==> src/rtl/mux_bus_pkg.sv <==
package mux_bus_pkg;
  typedef enum logic [1:0] {
    PH_ADDR = 2'd0,
    PH_SETUP = 2'd1,
    PH_DATA0 = 2'd2,
    PH_DATA1 = 2'd3
  } bus_phase_t;
endpackage

==> src/rtl/bus_phase_gen.sv <==
module bus_phase_gen
  import mux_bus_pkg::*;
(
  input  logic       clk,
  input  logic       rst_n,
  output bus_phase_t phase,
  output logic       e_clk,
  output logic       as_clk
);
  bus_phase_t phase_q, phase_d;

  always_comb begin
    phase_d = bus_phase_t'(phase_q + 2'd1);
  end

  always_ff @(posedge clk or negedge rst_n) begin
    if (!rst_n) phase_q <= PH_ADDR;
    else        phase_q <= phase_d;
  end

  assign phase  = phase_q;
  assign e_clk  = (phase_q == PH_DATA0) || (phase_q == PH_DATA1);
  assign as_clk = (phase_q == PH_ADDR);

  AST_E_HIGH_TWO: assert property (@(posedge clk) disable iff (!rst_n)
    $rose(e_clk) |=> e_clk);
  AST_E_FALLS: assert property (@(posedge clk) disable iff (!rst_n)
    (e_clk && $past(e_clk)) |=> !e_clk);
  AST_AS_THEN_E: assert property (@(posedge clk) disable iff (!rst_n)
    $fell(as_clk) |=> $rose(e_clk));
  AST_AS_E_LOW: assert property (@(posedge clk) disable iff (!rst_n)
    as_clk |-> !e_clk);
endmodule

==> src/rtl/addr_latch.sv <==
module addr_latch #(
  parameter int LO_W = 8
) (
  input  logic            clk,
  input  logic            rst_n,
  input  logic            strobe,
  input  logic [LO_W-1:0] pins,
  output logic [LO_W-1:0] lo_addr
);
  logic [LO_W-1:0] held_q, held_d;
  logic            cap_en;

  assign cap_en = strobe;

  always_comb begin
    held_d = held_q;
    if (cap_en) held_d = pins;
  end

  always_ff @(posedge clk or negedge rst_n) begin
    if (!rst_n) held_q <= '0;
    else        held_q <= held_d;
  end

  assign lo_addr = strobe ? pins : held_q;

  AST_LO_HOLD: assert property (@(posedge clk) disable iff (!rst_n)
    (!strobe && $past(!strobe)) |-> $stable(lo_addr));
endmodule

==> src/rtl/strobe_qual.sv <==
module strobe_qual
  import mux_bus_pkg::*;
#(
  parameter int DATA_W = 8
) (
  input  logic              clk,
  input  logic              rst_n,
  input  bus_phase_t        phase,
  input  logic              e_clk,
  input  logic              rw,
  input  logic [DATA_W-1:0] periph_rd,
  output logic [DATA_W-1:0] pad_out,
  output logic              pad_oe,
  output logic              rd_en,
  output logic              wr_en,
  output logic              rw_n
);
  always_comb begin
    rd_en   = e_clk & rw;
    wr_en   = e_clk & ~rw;
    rw_n    = ~rw;
    pad_oe  = rst_n & rw & (phase == PH_DATA0);
    pad_out = pad_oe ? periph_rd : '0;
  end

  AST_EN_EXCL: assert property (@(posedge clk) disable iff (!rst_n)
    !(rd_en && wr_en));
  AST_OE_IN_READ: assert property (@(posedge clk) disable iff (!rst_n)
    pad_oe |-> (rd_en && e_clk));
  AST_OE_RELEASE: assert property (@(posedge clk) disable iff (!rst_n)
    pad_oe |=> (!pad_oe && e_clk));
endmodule

==> src/rtl/mux_bus_demux.sv <==
module mux_bus_demux
  import mux_bus_pkg::*;
#(
  parameter int ADDR_W = 16,
  parameter int DATA_W = 8,
  localparam int HI_W = ADDR_W - DATA_W
) (
  input  logic              clk,
  input  logic              rst_n,
  output logic              bus_e,
  output logic              bus_as,
  input  logic              rw,
  input  logic [HI_W-1:0]   hi_addr_in,
  input  logic [DATA_W-1:0] ad_in,
  output logic [DATA_W-1:0] ad_out,
  output logic              ad_oe,
  output logic [ADDR_W-1:0] addr,
  input  logic [DATA_W-1:0] rd_data,
  output logic [DATA_W-1:0] wr_data,
  output logic              rd_en,
  output logic              wr_en,
  output logic              rw_n
);
  logic       sync1_q, rst_s;
  bus_phase_t phase;
  logic       e_int, as_int;
  logic [DATA_W-1:0] lo_addr;

  always_ff @(posedge clk or negedge rst_n) begin
    if (!rst_n) begin
      sync1_q <= 1'b0;
      rst_s   <= 1'b0;
    end else begin
      sync1_q <= 1'b1;
      rst_s   <= sync1_q;
    end
  end

  bus_phase_gen u_phase (
    .clk(clk), .rst_n(rst_s), .phase(phase), .e_clk(e_int), .as_clk(as_int)
  );

  addr_latch #(.LO_W(DATA_W)) u_latch (
    .clk(clk), .rst_n(rst_s), .strobe(as_int), .pins(ad_in), .lo_addr(lo_addr)
  );

  strobe_qual #(.DATA_W(DATA_W)) u_qual (
    .clk(clk), .rst_n(rst_s), .phase(phase), .e_clk(e_int), .rw(rw),
    .periph_rd(rd_data), .pad_out(ad_out), .pad_oe(ad_oe),
    .rd_en(rd_en), .wr_en(wr_en), .rw_n(rw_n)
  );

  assign bus_e   = e_int;
  assign bus_as  = as_int;
  assign addr    = {hi_addr_in, lo_addr};
  assign wr_data = ad_in;

  AST_HI_PASS: assert property (@(posedge clk) disable iff (!rst_s)
    addr[ADDR_W-1:DATA_W] == hi_addr_in);
endmodule

==> config.mk <==
export PLATFORM = sky130hd
export DESIGN_NAME = mux_bus_demux
export DESIGN_NICKNAME = d
export VERILOG_FILES = /design/src/rtl/mux_bus_pkg.sv /design/src/rtl/bus_phase_gen.sv /design/src/rtl/addr_latch.sv /design/src/rtl/strobe_qual.sv /design/src/rtl/mux_bus_demux.sv
export SDC_FILE = /design/constraint.sdc
export NUM_CORES = 1
export LEC_CHECK = 0
export ABC_CLOCK_PERIOD_IN_PS = 3100
export BUFFER_PORTS_ARGS = -buffer_cell sky130_fd_sc_hd__buf_2
export CAP_MARGIN = 20
export CORE_UTILIZATION = 41
export CTS_BUF_LIST = sky130_fd_sc_hd__clkbuf_4
export DETAILED_ROUTE_END_ITERATION = 8
export PLACE_DENSITY = 0.87
export SLEW_MARGIN = 20
export SYNTH_ARGS = -nofsm -noshare
export SYNTH_HDL_FRONTEND = slang
export SYNTH_SLANG_ARGS = --single-unit
==> constraint.sdc <==
create_clock -name clk -period 3.1 [get_ports clk]
set_clock_uncertainty 0.15 [all_clocks]
set_input_delay 0.62 -clock clk [delete_from_list [all_inputs] [get_ports clk]]
set_output_delay 0.62 -clock clk [all_outputs]
set_load 0.03 [all_outputs]
After elaboration in Yosys (flattened, before gate mapping)
Cells that the tools add are included.

$add $sub $neg: 1. Equality and inequality tests: 2. Mux-type cells: 2. Bitwise logic cells: 5. Reduce and logical (&&, ||, !) cells: 2.

Operator list (count): 8-bit 2-to-1 mux (2); 1-bit bitwise AND (4); 2-bit == test, second input constant (2); 2-bit by 1-bit adder with 2-bit output, second input constant (1); 2-bit zero test (1); 1-bit logical OR (1); 1-bit NOT (1).

Bits in registers: 12. Bits of input ports: 27. Word-level logic and storage cells: 16.

Longest topological paths before layout
Gate-level depths: netlist of run 1.

Depth after elaboration: 3. Mapped depth: 4. Gate-level depth less buffers: 3.

By module
A second synthesis of run 1 with hierarchy kept.

Cells, all modules: 57. Area, all modules: 695.7 µm².

Modules (own cells, without submodules): addr_latch (times used 1, cells each 17, area each 331.6 µm²); mux_bus_demux (times used 1, cells each 19, area each 173.9 µm²); bus_phase_gen (times used 1, cells each 8, area each 101.3 µm²); strobe_qual (times used 1, cells each 13, area each 88.8 µm²).

Worst setup path after synthesis of run 1
OpenSTA, ideal clock, no wires.

Path kind: reg-to-output. From: reg u_phase.phase_q[0] (netlist: u_phase.phase[0]). To: out addr[0]. Data arrival time: 1361 ps. Path slack: 969 ps. Cell stages (with the launch flop): 5. Path through: dfrtp_1 -> inv_1 -> ha_1 -> buf_6 -> mux2_4.

Word-level cells in the longest chain between the ends: 2.

RTL lines: from (decl) (RTL line bus_phase_gen.sv:10) `bus_phase_t phase_q, phase_d;`; from (signal assigned) (RTL line bus_phase_gen.sv:18) `else phase_q <= phase_d;`; 2-bit zero test (RTL line bus_phase_gen.sv:23) `assign as_clk = (phase_q == PH_ADDR);`; via bus_as (RTL line mux_bus_demux.sv:11) `output logic bus_as,`; 8-bit 2-to-1 mux (RTL line addr_latch.sv:25) `assign lo_addr = strobe ? pins : held_q;`; to (decl) (RTL line mux_bus_demux.sv:17) `output logic [ADDR_W-1:0] addr,`.

The timed path passes the listed nets, and every way through them passes these cells.

Final worst setup path of run 1
From: reg u_phase.phase_q[0] (netlist: u_phase.phase[0]). To: out addr[7].

Word-level cells in the longest chain between the ends: 2.

RTL lines (RTL line): 2-bit zero test (bus_phase_gen.sv:23); 8-bit 2-to-1 mux (addr_latch.sv:25).

Every way passes these cells.

==> summary.txt, run 1 <==
Synthesis
  – Seq cells post-synth: 12
  – Commonest cells in the netlist: 16 x buf_4, 12 x dfrtp_1, 8 x and4_1, 8 x mux2_4
  – Avg Inst Size Synth: 12.3 um2
  – Synth top area cells: dfrtp_1 42%, buf_4 17%, mux2_4 17%
  – Async SR Flop Fraction: 100%
  – Dominant synthesized flop cell: dfrtp_1
  – Most numerous cell in the Yosys netlist: buf_4
  – Yosys warnings: 0
  – Post-synth EDFFs: 0
  – Synthesized area: 714 um2
  – Synthesized net count: 88
  – Top cell type by total area after synthesis: dfrtp_1
  – Synth cell types: 14
  – Register area share after synthesis: 42.0%
  – Yosys top cell area share: 42.0%
  – Post-Syn Instances: 58

Detailed routing
  – WL final: 1470 um
  – Length of routed met3 wiring: 149 um
  – WL per Instance: 13.7 um
  – Max layer used: met3
  – Number of routed nets with antenna violations: 0
  – First-pass DRT Iterations: 6
  – Vias: 520
  – WL met1: 496 um
  – Wire length on met2: 819 um
  – Routed vias/inst: 4.86
  – Drt first-iter violations: 13
  – DRC Markers: 6

STA
  – Tightest Pin Transition: 587 ps
  – Relative slew slack: 60.9%
  – Fin crit period: 2570 ps
  – Maximum clock rate: 0.389 GHz
  – Crit share post-route: 83.0%
  – Max-slew violation total from the final report: 0
  – Hold Fails Final Rpt: 0
  – Total negative slack: 0 ps
  – Worst setup margin: 527 ps
  – Unrepaired setup endpoints after global routing: false
  – Setup violations, final: 0

Clocking
  – Setup repair bufs after CTS: 0
  – Clock sink count: 12
  – CTS hold repair buffers: 1
  – TritonCTS clock tree: yes
  – H-tree depth: 1
  – Total CTS buffers: 3
  – CTS Root Buffer Type: clkbuf_4
  – CTS max path bufs: 2
  – CTS resizes: 0
  – Clk_lat worst skew: 260 ps
  – CTS clk-pin slew, worst paths: 70 ps

Cells and area
  – Layout cells sized above 1: 65.9%
  – # nets final: 123
  – Area Overhead vs Synth: 21.2%
  – N_diodes: 0

Die
  – IO Count: 65
  – Die area: 1910 um2
  – Core region area: 1560 um2
  – Die Wd: 43.7 um
  – Die height: 43.7 um
  – Initial Util: 45.8%
  – Row cnt: 14

Critical path
  – CP Capture Type: output pin
  – Critical-path cell list: inv_1, ha_1, mux2_4, buf_2
  – WP data required: 2330 ps
  – Crit path largest cell delay: 520 ps
  – Critical path class: register to output pin
  – Worst Path Arrival: 1800 ps
  – CP startpoint kind: register
  – CP max stage cell: ha_1
  – Cell family contributing the most delay on the critical path: adder cells
  – Worst Path Max Fanout: 9
  – CP Buf/Inv Count: 2

Placement
  – Gp weighted congestion: 0.599
  – Dpl hpwl: 1180 um
  – PortBufs: 48
  – Dpl ws: 804 ps

Run status
  – Failing checks: design-rule violations
  – Status: complete, but fails checks

Global route
  – GR Util All Layers: 17.1%
  – First-pass GRT wire length: 2350 um
  – GRT overflow: 0
  – Vias in the first global route: 513
  – Initial antenna violation count: 0
  – Pin count of the biggest net entering global routing: 20

Power and ir drop
  – VDD IR max: 0.250 mV
  – Leakage: 0.525 nW
  – Pwr dens: 368 nW/um2

Worst hold path
  – Worst min path class: register to async pin

Job
  – Max Cap Viol: 0
[final timing paths]
kind / startpoint / end / slack [ps] / depth (start not counted)
setup / recovery: u_phase.phase[0]$_DFF_PN0_ / addr[7] / 530 / 4
hold / removal: rst_s$_DFF_PN0_ / u_latch.held_q[3]$_DFF_PN0_ / 90 / 0
setup reg to reg: u_phase.phase[0]$_DFF_PN0_ / u_latch.held_q[7]$_DFF_PN0_ / 1480 / 3
hold reg to reg: rst_s$_DFF_PN0_ / u_latch.held_q[3]$_DFF_PN0_ / 90 / 0
max in group asynchronous: rst_n / rst_s$_DFF_PN0_ / 2190 / 2
min in group clk: sync1_q$_DFF_PN0_ / rst_s$_DFF_PN0_ / 200 / 0
[cells by family after synthesis]
family / count (synthesis) / share of synthesized area (%)
AO/OA/AOI/OAI: 2 / 2.45
other: 1 / 0.525
adder cells (fa/ha/maj): 3 / 5.25
multiplexers: 8 / 16.8
flip-flops: 12 / 42.0
buffers and inverters: 22 / 21.4
AND/OR/NAND/NOR: 10 / 11.6
[power breakdown]
part,leakage [nW],internal [mW],switching (mW),total (mW)
registers,0.145,0.163,0.00547,0.168
clock network,0.0138,0.0449,0.0456,0.0904
logic,0.367,0.0237,0.0362,0.0599
total,0.525,0.232,0.0872,0.319
[state kept, by name, summed over array words and instances (netlist names)]
register / cells
sync1_q: 1
u_latch.held_q: 8
u_phase.phase: 2
rst_s: 1
[cells in the final DEF, fill, tap and decap left out]
cell type      instances
clkbuf_4               3
conb_1                 1
ha_1                   3
mux2_4                 8
dlygate4sd3_1          1
o21ba_2                1
and4_1                 8
inv_1                  3
or2_1                  1
dfrtp_1               12
and3_1                 1
o21a_1                 1
buf_2                 48
[stage by stage]
step	hold slack, ps	instance area, um2	power (mW)	cells	utilization [%]
2_1_floorplan	23.8	714	0.233	58	-
3_3_place_gp	91.7	833	0.230	103	53.5
3_5_place_dp	113	833	0.231	103	53.5
4_1_cts	101	866	0.325	107	55.5
5_1_grt	145	866	0.336	107	55.5
6_report	89.5	866	0.319	107	55.5
[area by class of cell]
class                   count  area [um2]
flip-flops and latches     12         300
fillers                   143         693
clock buffers               3        22.5
multi-input cells          24         262
well taps                  16        20.0
repair buffers             49         250
inverters                   3        11.3
[per-layer routing]
metal	vias up	global-route usage, %
met1	251	19.5
met4	0	4.38
met2	24	29.0
met3	0	7.92
li1	245	-
met5	-	0
Power figures use the tool's default switching activity.
==> inputs of run 2 (changes only) <==
--- a/config.mk
+++ b/config.mk
@@ -5,13 +5,14 @@
 export SDC_FILE = /design/constraint.sdc
 export NUM_CORES = 1
 export LEC_CHECK = 0
-export ABC_CLOCK_PERIOD_IN_PS = 3100
+export ABC_CLOCK_PERIOD_IN_PS = 2200
 export BUFFER_PORTS_ARGS = -buffer_cell sky130_fd_sc_hd__buf_2
 export CAP_MARGIN = 20
-export CORE_UTILIZATION = 41
+export CORE_ASPECT_RATIO = 0.7
+export CORE_UTILIZATION = 34
 export CTS_BUF_LIST = sky130_fd_sc_hd__clkbuf_4
 export DETAILED_ROUTE_END_ITERATION = 8
-export PLACE_DENSITY = 0.87
+export PLACE_DENSITY = 0.77
 export SLEW_MARGIN = 20
 export SYNTH_ARGS = -nofsm -noshare
 export SYNTH_HDL_FRONTEND = slang
==> constraint.sdc (replaced) <==
create_clock -name clk -period 2.2 [get_ports clk]
set_clock_uncertainty 0.15 [all_clocks]
set_input_delay 0.44 -clock clk [delete_from_list [all_inputs] [get_ports clk]]
set_output_delay 0.44 -clock clk [all_outputs]
set_load 0.03 [all_outputs]
==> run 2 against run 1 <==
The run still ends with design-rule violations left. First-iteration DRC count increased by 15%. Register-to-register slack got worse by 650 ps. Global-route usage decreased by 4.9 points. Via count rose by 2.7%. Critical path type unchanged. Largest cell class unchanged. Largest power group unchanged. Highest routed layer unchanged.
==> summary.txt, run 2 (same netlist as run 1, synthesis figures left out) <==
Die
  – Row cnt: 13
  – Initial Util: 37.2%
  – Die area: 2290 um2
  – Core region area: 1920 um2
  – IO Count: 65
  – Die Wd: 56.8 um
  – Die height: 40.4 um

STA
  – Worst setup margin: 51.7 ps
  – Hold Fails Final Rpt: 0
  – Unrepaired setup endpoints after global routing: true
  – Max-slew violation total from the final report: 0
  – Crit share post-route: 97.7%
  – Fin crit period: 2150 ps
  – Maximum clock rate: 0.465 GHz
  – Setup violations, final: 0

Critical path
  – Worst reg2reg path depth: 4
  – Worst R2R End: u_latch.held_q[5]$_DFF_PN0_
  – Reg-to-reg critical path startpoint: u_phase.phase[0]$_DFF_PN0_
  – Crit path largest cell delay: 390 ps
  – WP data required: 1610 ps
  – Worst Path Arrival: 1560 ps
  – Critical-path cell list: inv_2, ha_2, buf_4, mux2_4, buf_2
  – Setup slack, reg-to-reg: 830 ps
  – CP Capture Type: output pin
  – Critical path class: register to output pin
  – Cell family contributing the most delay on the critical path: buffers and inverters
  – CP startpoint kind: register
  – CP Buf/Inv Count: 3
  – CP max stage cell: dfrtp_1
  – Worst Path Max Fanout: 4

Cells and area
  – Max reg flops: 8
  – Area Overhead vs Synth: 27.1%
  – # nets final: 126
  – Most frequent cells in the layout: 47 x buf_2, 12 x dfrtp_1, 8 x and4_1, 8 x mux2_4
  – Commonest non-fill, non-tap cell in the layout: buf_2
  – Reg with most FFs: u_latch.held_q
  – Filler cells: 187
  – Fin cells: 117
  – Layout cells sized above 1: 68.4%
  – N_diodes: 0
  – Design Area, Final: 908 um2

Detailed routing
  – First-pass DRT Iterations: 6
  – WL per Instance: 12.2 um
  – Vias: 534
  – Drt first-iter violations: 15
  – Number of routed nets with antenna violations: 0
  – WL final: 1430 um
  – DRC Markers: 8
  – Routed vias/inst: 4.56

Placement
  – Area post-placement: 856 um2
  – Dpl hpwl: 1080 um
  – Dpl ws: 284 ps
  – PortBufs: 48
  – Placed cell count: 111
  – Gp weighted congestion: 0.677

Clocking
  – H-tree depth: 1
  – Total CTS buffers: 3
  – Clk_lat worst skew: 260 ps
  – CTS clk-pin slew, worst paths: 80 ps
  – CTS max path bufs: 2
  – TritonCTS clock tree: yes
  – CTS Root Buffer Type: clkbuf_4
  – Clock sink count: 12

Global route
  – GR Util All Layers: 12.2%
  – GRT overflow: 0
  – First-pass GRT wire length: 1990 um
  – Initial antenna violation count: 0
  – Pin count of the biggest net entering global routing: 13
  – Vias in the first global route: 443

Worst hold path
  – Worst min path class: register to async pin

Run status
  – Failing checks: design-rule violations
  – Status: complete, but fails checks

Job
  – Max Cap Viol: 0

Power and ir drop
  – Leakage: 0.542 nW
  – VDD IR max: 0.333 mV
  – Pwr dens: 505 nW/um2
==> run 2: changes by cell type in the layout (fill, tap and decap cells not counted), sizes merged <==
cell,before,now
buf,48,51
clkinv,0,1
==> run 2: metal layers <==
metal  vias to the layer above  track usage [%]  wire length [um]  share of wire, %
met5                         -                0                 0                 0
met4                         0             5.49                 0                 0
met3                         0             4.52               110               7.7
met2                        23             22.3               715                50
met1                       259             13.4               605                42
li1                        252                -                 -                 -
==> run 2: worst max-delay path by stage <==
stage | endpoint | startpoint | depth (start not counted) | slack (ps)
finish | addr[5] | u_phase.phase[0]$_DFF_PN0_ | 5 | 50
global route | addr[5] | u_phase.phase[0]$_DFF_PN0_ | 5 | -10
CTS | addr[6] | u_phase.phase[0]$_DFF_PN0_ | 5 | 4
detailed placement | addr[6] | u_phase.phase[0]$_DFF_PN0_ | 5 | 280
global placement | addr[5] | u_phase.phase[0]$_DFF_PN0_ | 5 | 320
floorplan | addr[0] | u_phase.phase[0]$_DFF_PN0_ | 4 | 250
==> run 2: repair_timing <==
action	4_1_cts	5_1_grt
cloned	0	1
resized for setup	1	6
endpoints found under the hold margin	2	0
setup buffers	0	0
setup endpoints to repair	8	10
pin swaps	0	0
hold buffers	1	0
==> run 2: power breakdown <==
group          switching [mW]  internal (mW)  leakage [nW]  total, mW
registers             0.00461          0.230         0.145      0.234
clock network          0.0692         0.0656        0.0154      0.135
logic                  0.0542         0.0352         0.382     0.0893
==> run 2: per-stage QoR <==
step | TNS, ps | utilization, % | power (mW) | hold WS, ps
after floorplan | 0 | - | 0.328 | -5.59
after global placement | 0 | 44.6 | 0.325 | 78.2
after detailed placement | 0 | 44.6 | 0.327 | 79.2
after CTS | 0 | 46.7 | 0.466 | 208
after global routing | -25.4 | 47.3 | 0.478 | 220
final | 0 | 47.3 | 0.458 | 208
==> run 2: area by class of cell <==
type | instances | area [um2] | share of cell area, %
clock buffer | 3 | 22.5 | 2.48
clock inverter | 1 | 3.75 | 0.413
inverter | 3 | 11.3 | 1.24
multi-input combinational | 24 | 264 | 29.1
sequential | 12 | 300 | 33.1
tap | 22 | 27.5 | 3.03
timing repair buffer | 52 | 279 | 30.7
